--- src/rtl/spi_reg_port_pkg.sv ---
package spi_reg_port_pkg;
  localparam int BYTE_W = 8;
  localparam int PTR_W  = 7;

  typedef enum logic [2:0] {
    PH_ADDR,
    PH_PTR,
    PH_WRITE,
    PH_READ,
    PH_SKIP
  } phase_t;
endpackage

--- src/rtl/spi_pin_sync.sv ---
module spi_pin_sync #(
  parameter int STAGES = 2
) (
  input  logic clk,
  input  logic rst,
  input  logic cs_n,
  input  logic sck,
  input  logic mosi,
  output logic cs_n_s,
  output logic mosi_s,
  output logic sck_rise,
  output logic sck_fall
);
  logic [STAGES-1:0] cs_p;
  logic [STAGES-1:0] sck_p;
  logic [STAGES-1:0] mosi_p;
  logic              sck_d;

  always_ff @(posedge clk) begin
    if (rst) begin
      cs_p   <= '1;
      sck_p  <= '0;
      mosi_p <= '0;
      sck_d  <= 1'b0;
    end else begin
      cs_p   <= {cs_p[STAGES-2:0], cs_n};
      sck_p  <= {sck_p[STAGES-2:0], sck};
      mosi_p <= {mosi_p[STAGES-2:0], mosi};
      sck_d  <= sck_p[STAGES-1];
    end
  end

  assign cs_n_s   = cs_p[STAGES-1];
  assign mosi_s   = mosi_p[STAGES-1];
  assign sck_rise = sck_p[STAGES-1] & ~sck_d;
  assign sck_fall = ~sck_p[STAGES-1] & sck_d;
endmodule

--- src/rtl/spi_reg_bank.sv ---
module spi_reg_bank #(
  parameter int REG_COUNT = 16,
  parameter int RO_COUNT  = 4,
  localparam int RW_COUNT = REG_COUNT - RO_COUNT
) (
  input  logic                  clk,
  input  logic                  rst,
  input  logic                  we,
  input  logic [6:0]            waddr,
  input  logic [7:0]            wdata,
  input  logic [6:0]            raddr,
  output logic [7:0]            rdata,
  input  logic [RO_COUNT*8-1:0] status_in,
  output logic [RW_COUNT*8-1:0] ctrl_out
);
  localparam logic [6:0] RW_LIM = 7'(RW_COUNT);

  generate
    for (genvar g = 0; g < RW_COUNT; g++) begin : g_rw
      logic [7:0] cell_q;
      always_ff @(posedge clk) begin
        if (rst) cell_q <= '0;
        else if (we && waddr == 7'(g)) cell_q <= wdata;
      end
      assign ctrl_out[g*8 +: 8] = cell_q;
    end
  endgenerate

  always_comb begin
    rdata = '0;
    for (int i = 0; i < RW_COUNT; i++)
      if (raddr == 7'(i)) rdata = ctrl_out[i*8 +: 8];
    for (int k = 0; k < RO_COUNT; k++)
      if (raddr == 7'(RW_COUNT + k)) rdata = status_in[k*8 +: 8];
  end


  ro_write_block_chk: assert property (@(posedge clk) disable iff (rst)
    (we && waddr >= RW_LIM) |=> $stable(ctrl_out));
endmodule

--- src/rtl/spi_frame_engine.sv ---
module spi_frame_engine
  import spi_reg_port_pkg::*;
#(
  parameter logic [6:0] CHIP_ID = 7'b0010000
) (
  input  logic       clk,
  input  logic       rst,
  input  logic       cs_n_s,
  input  logic       mosi_s,
  input  logic       sck_rise,
  input  logic       sck_fall,
  input  logic [7:0] rdata,
  output logic [6:0] ptr,
  output logic       we,
  output logic [6:0] waddr,
  output logic [7:0] wdata,
  output logic       miso,
  output logic       miso_oe
);
  phase_t     phase;
  logic [2:0] bit_cnt;
  logic [2:0] tx_cnt;
  logic [6:0] shreg;
  logic [7:0] sh_next;
  logic [7:0] tx;
  logic       inc;

  assign sh_next = {shreg, mosi_s};

  always_ff @(posedge clk) begin
    if (rst) begin
      phase   <= PH_ADDR;
      bit_cnt <= '0;
      tx_cnt  <= '0;
      shreg   <= '0;
      tx      <= '0;
      ptr     <= '0;
      inc     <= 1'b0;
      we      <= 1'b0;
      waddr   <= '0;
      wdata   <= '0;
      miso    <= 1'b0;
      miso_oe <= 1'b0;
    end else begin
      we <= 1'b0;
      if (cs_n_s) begin
        phase   <= PH_ADDR;
        bit_cnt <= '0;
        tx_cnt  <= '0;
        miso    <= 1'b0;
        miso_oe <= 1'b0;
      end else begin
        if (sck_rise) begin
          shreg   <= sh_next[6:0];
          bit_cnt <= bit_cnt + 3'd1;
          if (bit_cnt == 3'd7) begin
            case (phase)
              PH_ADDR: begin
                if (sh_next[7:1] != CHIP_ID) phase <= PH_SKIP;
                else if (sh_next[0])         phase <= PH_READ;
                else                         phase <= PH_PTR;
              end
              PH_PTR: begin
                ptr   <= sh_next[6:0];
                inc   <= sh_next[7];
                phase <= PH_WRITE;
              end
              PH_WRITE: begin
                we    <= 1'b1;
                waddr <= ptr;
                wdata <= sh_next;
                if (inc) ptr <= ptr + 7'd1;
              end
              PH_READ: begin
                if (inc) ptr <= ptr + 7'd1;
              end
              default: ;
            endcase
          end
        end
        if (sck_fall && phase == PH_READ) begin
          miso_oe <= 1'b1;
          if (tx_cnt == 3'd0) begin
            miso <= rdata[7];
            tx   <= {rdata[6:0], 1'b0};
          end else begin
            miso <= tx[7];
            tx   <= {tx[6:0], 1'b0};
          end
          tx_cnt <= tx_cnt + 3'd1;
        end
      end
    end
  end


  oe_release_chk: assert property (@(posedge clk) disable iff (rst)
    cs_n_s |=> !miso_oe);


  no_drive_on_write_chk: assert property (@(posedge clk) disable iff (rst)
    we |-> !miso_oe);


  ptr_hold_chk: assert property (@(posedge clk) disable iff (rst)
    (phase == PH_WRITE && !inc) |=> $stable(ptr));


  ptr_step_chk: assert property (@(posedge clk) disable iff (rst)
    (we && inc) |-> (ptr == waddr + 7'd1));


  frame_reset_chk: assert property (@(posedge clk) disable iff (rst)
    cs_n_s |=> (bit_cnt == 3'd0 && phase == PH_ADDR));
endmodule

--- src/rtl/spi_reg_port.sv ---
module spi_reg_port #(
  parameter int         REG_COUNT   = 16,
  parameter int         RO_COUNT    = 4,
  parameter int         SYNC_STAGES = 2,
  parameter logic [6:0] CHIP_ID     = 7'b0010000,
  localparam int        RW_COUNT    = REG_COUNT - RO_COUNT
) (
  input  logic                  clk,
  input  logic                  rst,
  input  logic                  cs_n,
  input  logic                  sck,
  input  logic                  mosi,
  output logic                  miso,
  output logic                  miso_oe,
  input  logic [RO_COUNT*8-1:0] status_in,
  output logic [RW_COUNT*8-1:0] ctrl_out
);
  logic       cs_n_s, mosi_s, sck_rise, sck_fall;
  logic       we;
  logic [6:0] ptr, waddr;
  logic [7:0] wdata, rdata;

  spi_pin_sync #(.STAGES(SYNC_STAGES)) u_sync (
    .clk(clk), .rst(rst), .cs_n(cs_n), .sck(sck), .mosi(mosi),
    .cs_n_s(cs_n_s), .mosi_s(mosi_s), .sck_rise(sck_rise), .sck_fall(sck_fall)
  );

  spi_frame_engine #(.CHIP_ID(CHIP_ID)) u_engine (
    .clk(clk), .rst(rst), .cs_n_s(cs_n_s), .mosi_s(mosi_s),
    .sck_rise(sck_rise), .sck_fall(sck_fall), .rdata(rdata),
    .ptr(ptr), .we(we), .waddr(waddr), .wdata(wdata),
    .miso(miso), .miso_oe(miso_oe)
  );

  spi_reg_bank #(.REG_COUNT(REG_COUNT), .RO_COUNT(RO_COUNT)) u_bank (
    .clk(clk), .rst(rst), .we(we), .waddr(waddr), .wdata(wdata),
    .raddr(ptr), .rdata(rdata), .status_in(status_in), .ctrl_out(ctrl_out)
  );
endmodule

--- config.mk ---
export PLATFORM = sky130hd
export DESIGN_NAME = spi_reg_port
export DESIGN_NICKNAME = d
export VERILOG_FILES = /design/src/rtl/spi_reg_port_pkg.sv /design/src/rtl/spi_pin_sync.sv /design/src/rtl/spi_reg_bank.sv /design/src/rtl/spi_frame_engine.sv /design/src/rtl/spi_reg_port.sv
export SDC_FILE = /design/constraint.sdc
export NUM_CORES = 1
export LEC_CHECK = 0
export BUFFER_PORTS_ARGS = -buffer_cell sky130_fd_sc_hd__buf_2
export CAP_MARGIN = 20
export CORE_AREA = 2 2 135 137
export CTS_CLUSTER_SIZE = 10
export DETAILED_ROUTE_END_ITERATION = 10
export DIE_AREA = 0 0 137 139
export SKIP_CTS_REPAIR_TIMING = 1
export SLEW_MARGIN = 20
export SYNTH_ARGS = -nofsm -noshare
export SYNTH_HDL_FRONTEND = slang
export SYNTH_SLANG_ARGS = --single-unit
--- constraint.sdc ---
create_clock -name clk -period 4.54 [get_ports clk]
set_clock_uncertainty 0.1 [all_clocks]
set_input_delay 0.681 -clock clk [delete_from_list [all_inputs] [get_ports clk]]
set_output_delay 0.681 -clock clk [all_outputs]
set_load 0.05 [all_outputs]
## Yosys cells after proc, flatten, opt, wreduce, memory -nomap -nowiden

Cells that the tools add are included.

- Bits in registers: 153
- Input bits: 37
- Output and inout port bits: 98
- Logic and storage cells: 122

- Add/sub/neg operators: 3
- Equality and inequality tests: 32
- Multiplexer cells: 24
- Bitwise operators: 7
- Reductions and logical operators: 28

Operators with widths:

| kind | count |
|---|---|
| 8-bit two-way mux | 17 |
| 7-bit by 4-bit equality test with 1-bit output, second input constant | 12 |
| 7-bit by 3-bit equality test with 1-bit output, second input constant | 8 |
| 7-bit by 2-bit equality test with 1-bit output, second input constant | 4 |
| 7-bit by 1-bit equality test with 1-bit output, second input constant | 2 |
| 7-bit logical NOT | 2 |
| 7-bit one-hot mux with 2 select lines | 1 |
| 1-bit logical AND | 13 |
| 4-bit AND reduction | 2 |
| 7-bit by 1-bit adder with 7-bit output, second input constant | 1 |
| 7-bit two-way mux | 1 |
| 7-bit by 5-bit != test with 1-bit output, second input constant | 1 |
| 3-bit by 1-bit adder with 3-bit output, second input constant | 2 |
| 3-bit by 2-bit equality test with 1-bit output, second input constant | 2 |
| 3-bit logical NOT | 2 |
| 3-bit one-hot mux with 2 select lines | 1 |
| 1-bit NOT | 5 |
| 5-bit AND reduction | 1 |
| 2-bit AND reduction | 2 |
| 2-bit nonzero test | 2 |
| 2-bit OR reduction | 2 |
| 4-bit OR reduction | 1 |
| 3-bit by 1-bit equality test with 1-bit output, second input constant | 1 |
| 3-bit equality test, second input constant | 1 |
| other kinds (6) | 8 |

## Logic depth before layout (Yosys ltp)

Gate-level depths: netlist of run 1.

- Depth after elaboration: 18
- Mapped depth: 10
- Mapped depth without buffers: 8

## Hierarchy

From an unflattened synthesis of run 1, not the netlist that was laid out.

- Cell total of the unflattened synthesis: 817
- Area, all modules: 7,176.9 sq um

By module, submodules not included:

| module | instances | cells each | area each (sq um) | seq. area each (sq um) |
|---|---|---|---|---|
| spi_reg_bank | 1 | 567 | 4,858.4 | 1,921.8 |
| spi_frame_engine | 1 | 234 | 2,122.0 | 980.9 |
| spi_pin_sync | 1 | 16 | 196.4 | 140.1 |

## Worst setup path after synthesis of run 1

OpenSTA, ideal clock, no wires.

- Path type: reg-to-reg
- Start: register u_engine.ptr[0]
- End: register u_engine.tx[2]
- Setup time: 0.130 ns
- Data arrival time: 2.125 ns
- Data required time: 4.310 ns
- Path slack: 2.186 ns
- Stages on the path, launching flop included: 10
- Path buffers: 1
- Period minus slack after synthesis: 2.354 ns
- Cell sequence: dfxtp_1 inv_1 ha_1 clkbuf_1 nor4b_4 nor3_1 a221oi_1 o211ai_1 a2111oi_0 a21oi_1

- Word-level cells in the longest chain between the ends: 18
- Elaborated cells between the ends (all ways): 33
- Those cells by class: 15 x eq/ne; 17 x mux; 1 x reduce/logical

RTL lines:

| what | RTL line | RTL |
|---|---|---|
| start: declaration | spi_frame_engine.sv:13 | `output logic [6:0] ptr,` |
| start signal: assignment | spi_frame_engine.sv:64 | `ptr <= sh_next[6:0];` |
| start signal: assignment | spi_frame_engine.sv:72 | `if (inc) ptr <= ptr + 7'd1;` |
| start signal: assignment | spi_frame_engine.sv:75 | `if (inc) ptr <= ptr + 7'd1;` |
| 7-bit logical NOT | spi_reg_bank.sv:32 | `if (raddr == 7'(i)) rdata = ctrl_out[i*8 +: 8];` |
| 8-bit two-way mux (12 in a row) | spi_reg_bank.sv:32 |  |
| 8-bit two-way mux (3 in a row) | spi_reg_bank.sv:34 | `if (raddr == 7'(RW_COUNT + k)) rdata = status_in[k*8 +: 8];` |
| 8-bit two-way mux (*) | spi_reg_bank.sv:34 |  |
| 8-bit two-way mux (*) | spi_frame_engine.sv:83 | `if (tx_cnt == 3'd0) begin` |
| end signal: assignment | spi_frame_engine.sv:85 | `tx <= {rdata[6:0], 1'b0};` |
| end signal: assignment | spi_frame_engine.sv:88 | `tx <= {tx[6:0], 1'b0};` |
| end: declaration | spi_frame_engine.sv:25 | `logic [7:0] tx;` |

Every way passes the cells marked *; elsewhere a longest branch is shown, timed or not.
A chain may end at the register's enable or synchronous reset.

## Final worst setup path of run 1

- Start: register u_engine.ptr[0]
- End: register u_engine.miso

- Word-level cells in the longest chain between the ends: 18
- Elaborated cells between the ends (all ways): 33
- Those cells by class: 15 x eq/ne; 17 x mux; 1 x reduce/logical

RTL lines:

| what | RTL line | RTL |
|---|---|---|
| 7-bit logical NOT | spi_reg_bank.sv:32 |  |
| 8-bit two-way mux (12 in a row) | spi_reg_bank.sv:32 |  |
| 8-bit two-way mux (3 in a row) | spi_reg_bank.sv:34 |  |
| 8-bit two-way mux (*) | spi_reg_bank.sv:34 |  |
| 1-bit two-way mux (*) | spi_frame_engine.sv:83 |  |
| end signal: assignment | spi_frame_engine.sv:84 | `miso <= rdata[7];` |
| end signal: assignment | spi_frame_engine.sv:87 | `miso <= tx[7];` |
| end: declaration | spi_frame_engine.sv:17 | `output logic miso,` |

Marks and branches as above.

==> results of run 1 <==
metal layers:
metal / GRT usage / share of wire / vias up
li1: - / - / 3298
met1: 0.377 / 0.45 / 3350
met2: 0.409 / 0.45 / 307
met3: 0.0563 / 0.078 / 44
met4: 0.0857 / 0.025 / 0
met5: 0 / 0 / -
final timing paths:
kind                                      from                         end  slack, ns
setup / recovery  u_engine.ptr[0]$_SDFFE_PP0P_  u_engine.miso$_SDFFE_PP0P_       1.35
hold / removal       u_sync.cs_p[0]$_SDFF_PP1_   u_sync.cs_p[1]$_SDFF_PP1_       0.31
setup reg to reg  u_engine.ptr[0]$_SDFFE_PP0P_  u_engine.miso$_SDFFE_PP0P_       1.35
hold reg to reg      u_sync.cs_p[0]$_SDFF_PP1_   u_sync.cs_p[1]$_SDFF_PP1_       0.31
cell usage after synthesis (all sizes together), types with 5 or more instances:
master | instances | area share
a31oi | 6 | 0.0051
buf | 14 | 0.011
or3 | 5 | 0.0042
nor4 | 7 | 0.0059
a22oi | 7 | 0.0071
clkbuf | 47 | 0.024
inv | 7 | 0.0036
nor2b | 15 | 0.013
a221oi | 12 | 0.014
nand2b | 5 | 0.0042
nor2 | 167 | 0.086
mux2i | 109 | 0.15
or4b | 6 | 0.0091
nor4b | 6 | 0.014
o21ai | 24 | 0.016
or2 | 5 | 0.0042
o22ai | 9 | 0.0076
nand3 | 15 | 0.010
nor3b | 12 | 0.012
a211oi | 6 | 0.0068
a2111oi | 6 | 0.0071
dfxtp | 152 | 0.41
nor3 | 28 | 0.022
a21oi | 48 | 0.032
ha | 8 | 0.014
o211ai | 11 | 0.011
nand2 | 90 | 0.046
stage by stage:
stage | area, sq um | hold slack, ns
floorplan | 7400 | 0.289
global placement | 8140 | 0.295
detailed placement | 8140 | 0.294
CTS | 8810 | 0.313
global route | 8810 | 0.331
finish | 8810 | 0.313
power groups by stage:
stage / Clock, mW / Combinational [mW] / Sequential, mW
after global placement: 0 / 0.0467 / 1.37
after global routing: 1.67 / 0.0502 / 1.34
after floorplan: 0 / 0.0226 / 1.37
after detailed placement: 0 / 0.0461 / 1.37
final: 1.61 / 0.0469 / 1.34
after CTS: 1.61 / 0.0462 / 1.34
worst max-delay path, stage by stage (launching register included):
cell and delay [ns]:
dfxtp_1 0.37, inv_1 0.13, ha_1 0.61, nor4b_4 0.56, nand2_1 0.36, o22ai_1 0.26
a31oi_1 0.08, a211oi_1 0.46, o22ai_1 0.12
logic make-up (layout without fill, tap and decap cells):
logic type	Yosys count	after routing	synth area share
adders and majority gates	8	8	0.0135
xor gates and xnor gates	3	3	0.00355
buffers and inverters	68	178	0.0382
and+or+nand+nor	376	376	0.245
DFF	152	152	0.411
muxes	110	110	0.149
AOI/OAI and AO/OA	155	155	0.139
layout make-up:
class	instances	area share
tap	229	0.0325
clock inverter	13	0.0244
multi-input combinational	652	0.463
clock buffer	19	0.0514
timing repair buffer	139	0.0806
inverter	7	0.00298
sequential	152	0.345
sequential cells by signal, indices dropped and copies added, names as in the netlist:
name,flops
u_sync.sck_p,2
u_sync.mosi_p,2
u_engine.tx,7
u_engine.phase,3
u_sync.cs_p,2
u_engine.shreg,7
u_engine.wdata,8
u_engine.bit_cnt,3
u_sync.sck_d,1
u_engine.we,1
u_engine.miso,1
u_engine.miso_oe,1
u_bank.g_rw.cell_q,96
u_engine.ptr,7
u_engine.inc,1
u_engine.tx_cnt,3
u_engine.waddr,7
==> impl_metrics.tcl, run 1 <==
set metrics [dict create \
    ys_seq_elements 152 \
    path_class "flip-flop to flip-flop" \
    async_flop_share 0 \
    final_net_count 1014 \
    dr.pass1.iters 5 \
    routed_wl_mm 26.0 \
    rsz0062_at_grt "no" \
    ys_seq_area_frac 0.411 \
    switching_share 0.211 \
    clkTransAtPathRegs_ns 0.06 \
    htreeDepth 4 \
    cts.path.max_buffers 2 \
    place_hpwl_mm 18.6 \
    core_area_sq_um 17700 \
    drc_errors 0 \
    area_growth_pct 19.1 \
    critPathMaxFanout 20 \
    grt_overflow_total 0 \
    detail-route-antenna-nets 0 \
    final_cells 1211 \
    hold_viol 0 \
    drv_cap 0 \
    tritoncts "yes" \
    syn_area_sq_um 7400 \
    grt_pass1_vias 6427 \
    fmax_ghz 0.314 \
    irDropWorstVdd_mv 0.224 \
    port_buffers 134 \
    drtIter0Drc 725 \
    n_fill_cell 1711 \
    p_int_mw 2.36 \
    hold-path-cell-count 1 \
    rows 49 \
    cts_root_buf "clkbuf_16" \
    synth_edf_count 0 \
    critPathCaptureType "flip-flop" \
    maxSlewViolCount 0 \
    grt.total_usage 0.268 \
    die_area_sq_um 19000 \
    grt_first_pass_wirelength_mm 38.6 \
    grt_max_degree 87 \
    power_frac_comb 0.016 \
    multi_input_area_sq_um 4080 \
    fin_ws_ns 1.35 \
    seq_area_sq_um 3040 \
    relSlewSlack 0.358 \
    die_y_um 139 \
    switchingPower_uw 630 \
    clkPwrFrac 0.538 \
    yosysWarningCount 0 \
    antenna_cells 0 \
    cts_inserted_buffers 17 \
    num_io_pins 135 \
    synthFlopType "dfxtp_1" \
    critPathRequiredTime_ns 4.74 \
    synth.distinct_cells 66 \
    fin_util 0.499 \
    fin_crit_ns 3.19 \
    avgSynthCellArea_sq_um 8.49 \
    setup_viol_count_final 0 \
    worstPathArrival_ns 3.38 \
    synthCells 872 \
    start_kind "flip-flop" \
    cts_sinks 152 \
    pre_cts_slack_ns 1.44 \
    cellLeakagePower_nw 3.74 \
    layout_common_cells "nor2_1 (164), dfxtp_1 (152), buf_2 (133), mux2i_1 (109), nand2_1 (89)" \
    period_share 0.702 \
    outcome "finished clean" \
    place_congestion 0.984 \
    syn_nets 917 \
    setup_tns_ns 0 \
    dp.cells 1179 \
    wl_per_cell_um 21.5 \
    worst_pin_slew_ns 0.963 \
    r2r_cells 8 \
    pwr-share-seq 0.447 \
    die_w_um 137 \
    final_common_cell "nor2_1" \
    num_vias 6999 \
    route.detailed.vias_per_inst 5.78 \
    antenna_found_initial 0 \
    initial_core_util 0.419 \
    p_total_mw 2.99 \
    p_per_area_nw_per_um2 340 \
    layout-drive-gt1-share 0.197 \
    clkLatencyLatePin_ns 0.43 \
    hold_path_class "flip-flop to flip-flop" \
]
Power figures use the tool's default switching activity.
==> run 2, diff against run 1 <==
==> constraint.sdc (replaced) <==
create_clock -name clk -period 3.32 [get_ports clk]
set_clock_uncertainty 0.1 [all_clocks]
set_input_delay 0.498 -clock clk [delete_from_list [all_inputs] [get_ports clk]]
set_output_delay 0.498 -clock clk [all_outputs]
set_load 0.05 [all_outputs]
==> run 2 against run 1 <==
Against the previous run: final cell count increased by 1.4%; total power increased by 30%; global-route usage increased by 1.1 points; largest power group unchanged; via count increased by 1.5%; hold slack got worse by 0.17 ns; clock power increased by 24%; critical path type unchanged; combinational power increased by 40%; sequential share of layout area decreased by 0.23 points; critical endpoint is now u_engine.tx[5]$_SDFFE_PP0P_.
==> impl_metrics.tcl, run 2 (same netlist as run 1, synthesis figures left out) <==
set metrics [dict create \
    outcome "finished clean" \
    grt.total_usage 0.280 \
    cts_inserted_buffers 17 \
    grt_first_pass_wirelength_mm 39.9 \
    antenna_found_initial 0 \
    tritoncts "yes" \
    setup_viol_count_final 0 \
    slowest_stage "a221oi_1" \
    rsz0062_at_grt "no" \
    final_net_count 1031 \
    largest_register_ffs 96 \
    fin_util 0.503 \
    worstHoldEndpoint "u_sync.cs_p[0]$_SDFF_PP1_" \
    dr.pass1.iters 5 \
    cellLeakagePower_nw 3.78 \
    final_common_cell "nor2_1" \
    final_cells 1228 \
    startpoint "u_engine.ptr[0]$_SDFFE_PP0P_" \
    dp.cells 1196 \
    crit_chain "inv_1, ha_1, or4b_1, nor2_1, a221oi_1, nor2_1, a2111oi_0, a21oi_1" \
    irDropWorstVdd_mv 0.354 \
    routed_wl_mm 26.8 \
    num_vias 7107 \
    drv_cap 0 \
    grt_max_degree 72 \
    cts_sinks 152 \
    grt_overflow_total 0 \
    grt_pass1_vias 6540 \
    layout-drive-gt1-share 0.209 \
    drtIter0Drc 656 \
    detail-route-antenna-nets 0 \
    hold_viol 0 \
    critPathRequiredTime_ns 3.52 \
    stdcell_area_sq_um 8870 \
    wl_per_cell_um 21.8 \
    cts.path.max_buffers 2 \
    fin_crit_ns 2.96 \
    top_regs "u_bank.g_rw.cell_q: 96 flops, u_engine.wdata: 8 flops" \
    max_stage_delay_ns 0.52 \
    hold-path-cell-count 2 \
    maxSlewViolCount 0 \
    port_buffers 134 \
    critPathMostFrequentCell "nor2_1" \
    n_fill_cell 1764 \
    crit_family "compound AO/OA/AOI/OAI gates" \
    path_class "flip-flop to flip-flop" \
    cts_root_buf "clkbuf_16" \
    dpl_cell_area_sq_um 8280 \
    rows 49 \
    top_register "u_bank.g_rw.cell_q" \
    die_y_um 139 \
    fin_ws_ns 0.357 \
    critPathCaptureType "flip-flop" \
    hp-start "cs_n" \
    r2r-end "u_engine.tx[5]$_SDFFE_PP0P_" \
    route.detailed.vias_per_inst 5.79 \
    setup_tns_ns 0 \
    die_area_sq_um 19000 \
    hold_path_class "input pin to flip-flop" \
    worstPathArrival_ns 3.16 \
    place_hpwl_mm 19.3 \
    critPathBufInv 1 \
    initial_core_util 0.419 \
    r2r_cells 8 \
    num_io_pins 135 \
    whs_ns 0.146 \
    clkLatencyLatePin_ns 0.44 \
    area_growth_pct 19.9 \
    die_w_um 137 \
    worst_pin_slew_ns 0.930 \
    pre_cts_slack_ns 0.460 \
    layout_common_cells "nor2_1 (164), dfxtp_1 (152), buf_2 (133), mux2i_1 (109), nand2_1 (89)" \
    clkTransAtPathRegs_ns 0.07 \
    fmax_ghz 0.337 \
    reg2reg_slack_ns 0.36 \
    drc_errors 0 \
    p_total_mw 3.89 \
    core_area_sq_um 17700 \
    place_congestion 0.992 \
    p_per_area_nw_per_um2 438 \
    period_share 0.893 \
    relSlewSlack 0.379 \
    critPathMaxFanout 10 \
    start_kind "flip-flop" \
    reg2reg_from "u_engine.ptr[0]$_SDFFE_PP0P_" \
    antenna_cells 0 \
    htreeDepth 4 \
]
-- run 2: cell count changes in the layout (fill, tap and decap cells not counted), sizes merged --
| cell | before | now |
|---|---|---|
| buf | 139 | 156 |
| bufinv | 5 | 2 |
| inv | 10 | 13 |
| clkbuf | 19 | 17 |
| clkinvlp | 1 | 3 |
-- run 2: routing by layer --
metal	wire, um	vias up	GRT usage
met5	0	-	0
met4	722	0	0.0960
met3	1960	49	0.0504
met2	12000	300	0.421
met1	12100	3428	0.401
li1	-	3330	-
-- run 2: worst max path at each step --
| stage | endpoint | cells after the start |
|---|---|---|
| after global placement | u_engine.tx[1]$_SDFFE_PP0P_ | 8 |
| after CTS | u_engine.tx[1]$_SDFFE_PP0P_ | 8 |
| after global routing | u_engine.tx[5]$_SDFFE_PP0P_ | 8 |
| final | u_engine.tx[5]$_SDFFE_PP0P_ | 8 |
| after detailed placement | u_engine.tx[1]$_SDFFE_PP0P_ | 8 |
| after floorplan | u_engine.tx[2]$_SDFFE_PP0P_ | 9 |
-- run 2: power breakdown --
| group | internal, mW | total (mW) | switching (mW) |
|---|---|---|---|
| sequential | 1.83 | 1.83 | 0.00231 |
| combinational | 0.0237 | 0.0656 | 0.0418 |
| clock | 1.13 | 1.99 | 0.867 |
-- run 2: final cells by class --
cell class	instances	area (sq um)	share of cell area
multi-input cells	652	4070	0.459
flip-flops and latches	152	3040	0.343
repair buffers	156	851	0.0959
clock buffers	17	425	0.0479
well taps	229	287	0.0323
clock inverters	15	168	0.0189
inverters	7	26.3	0.00296
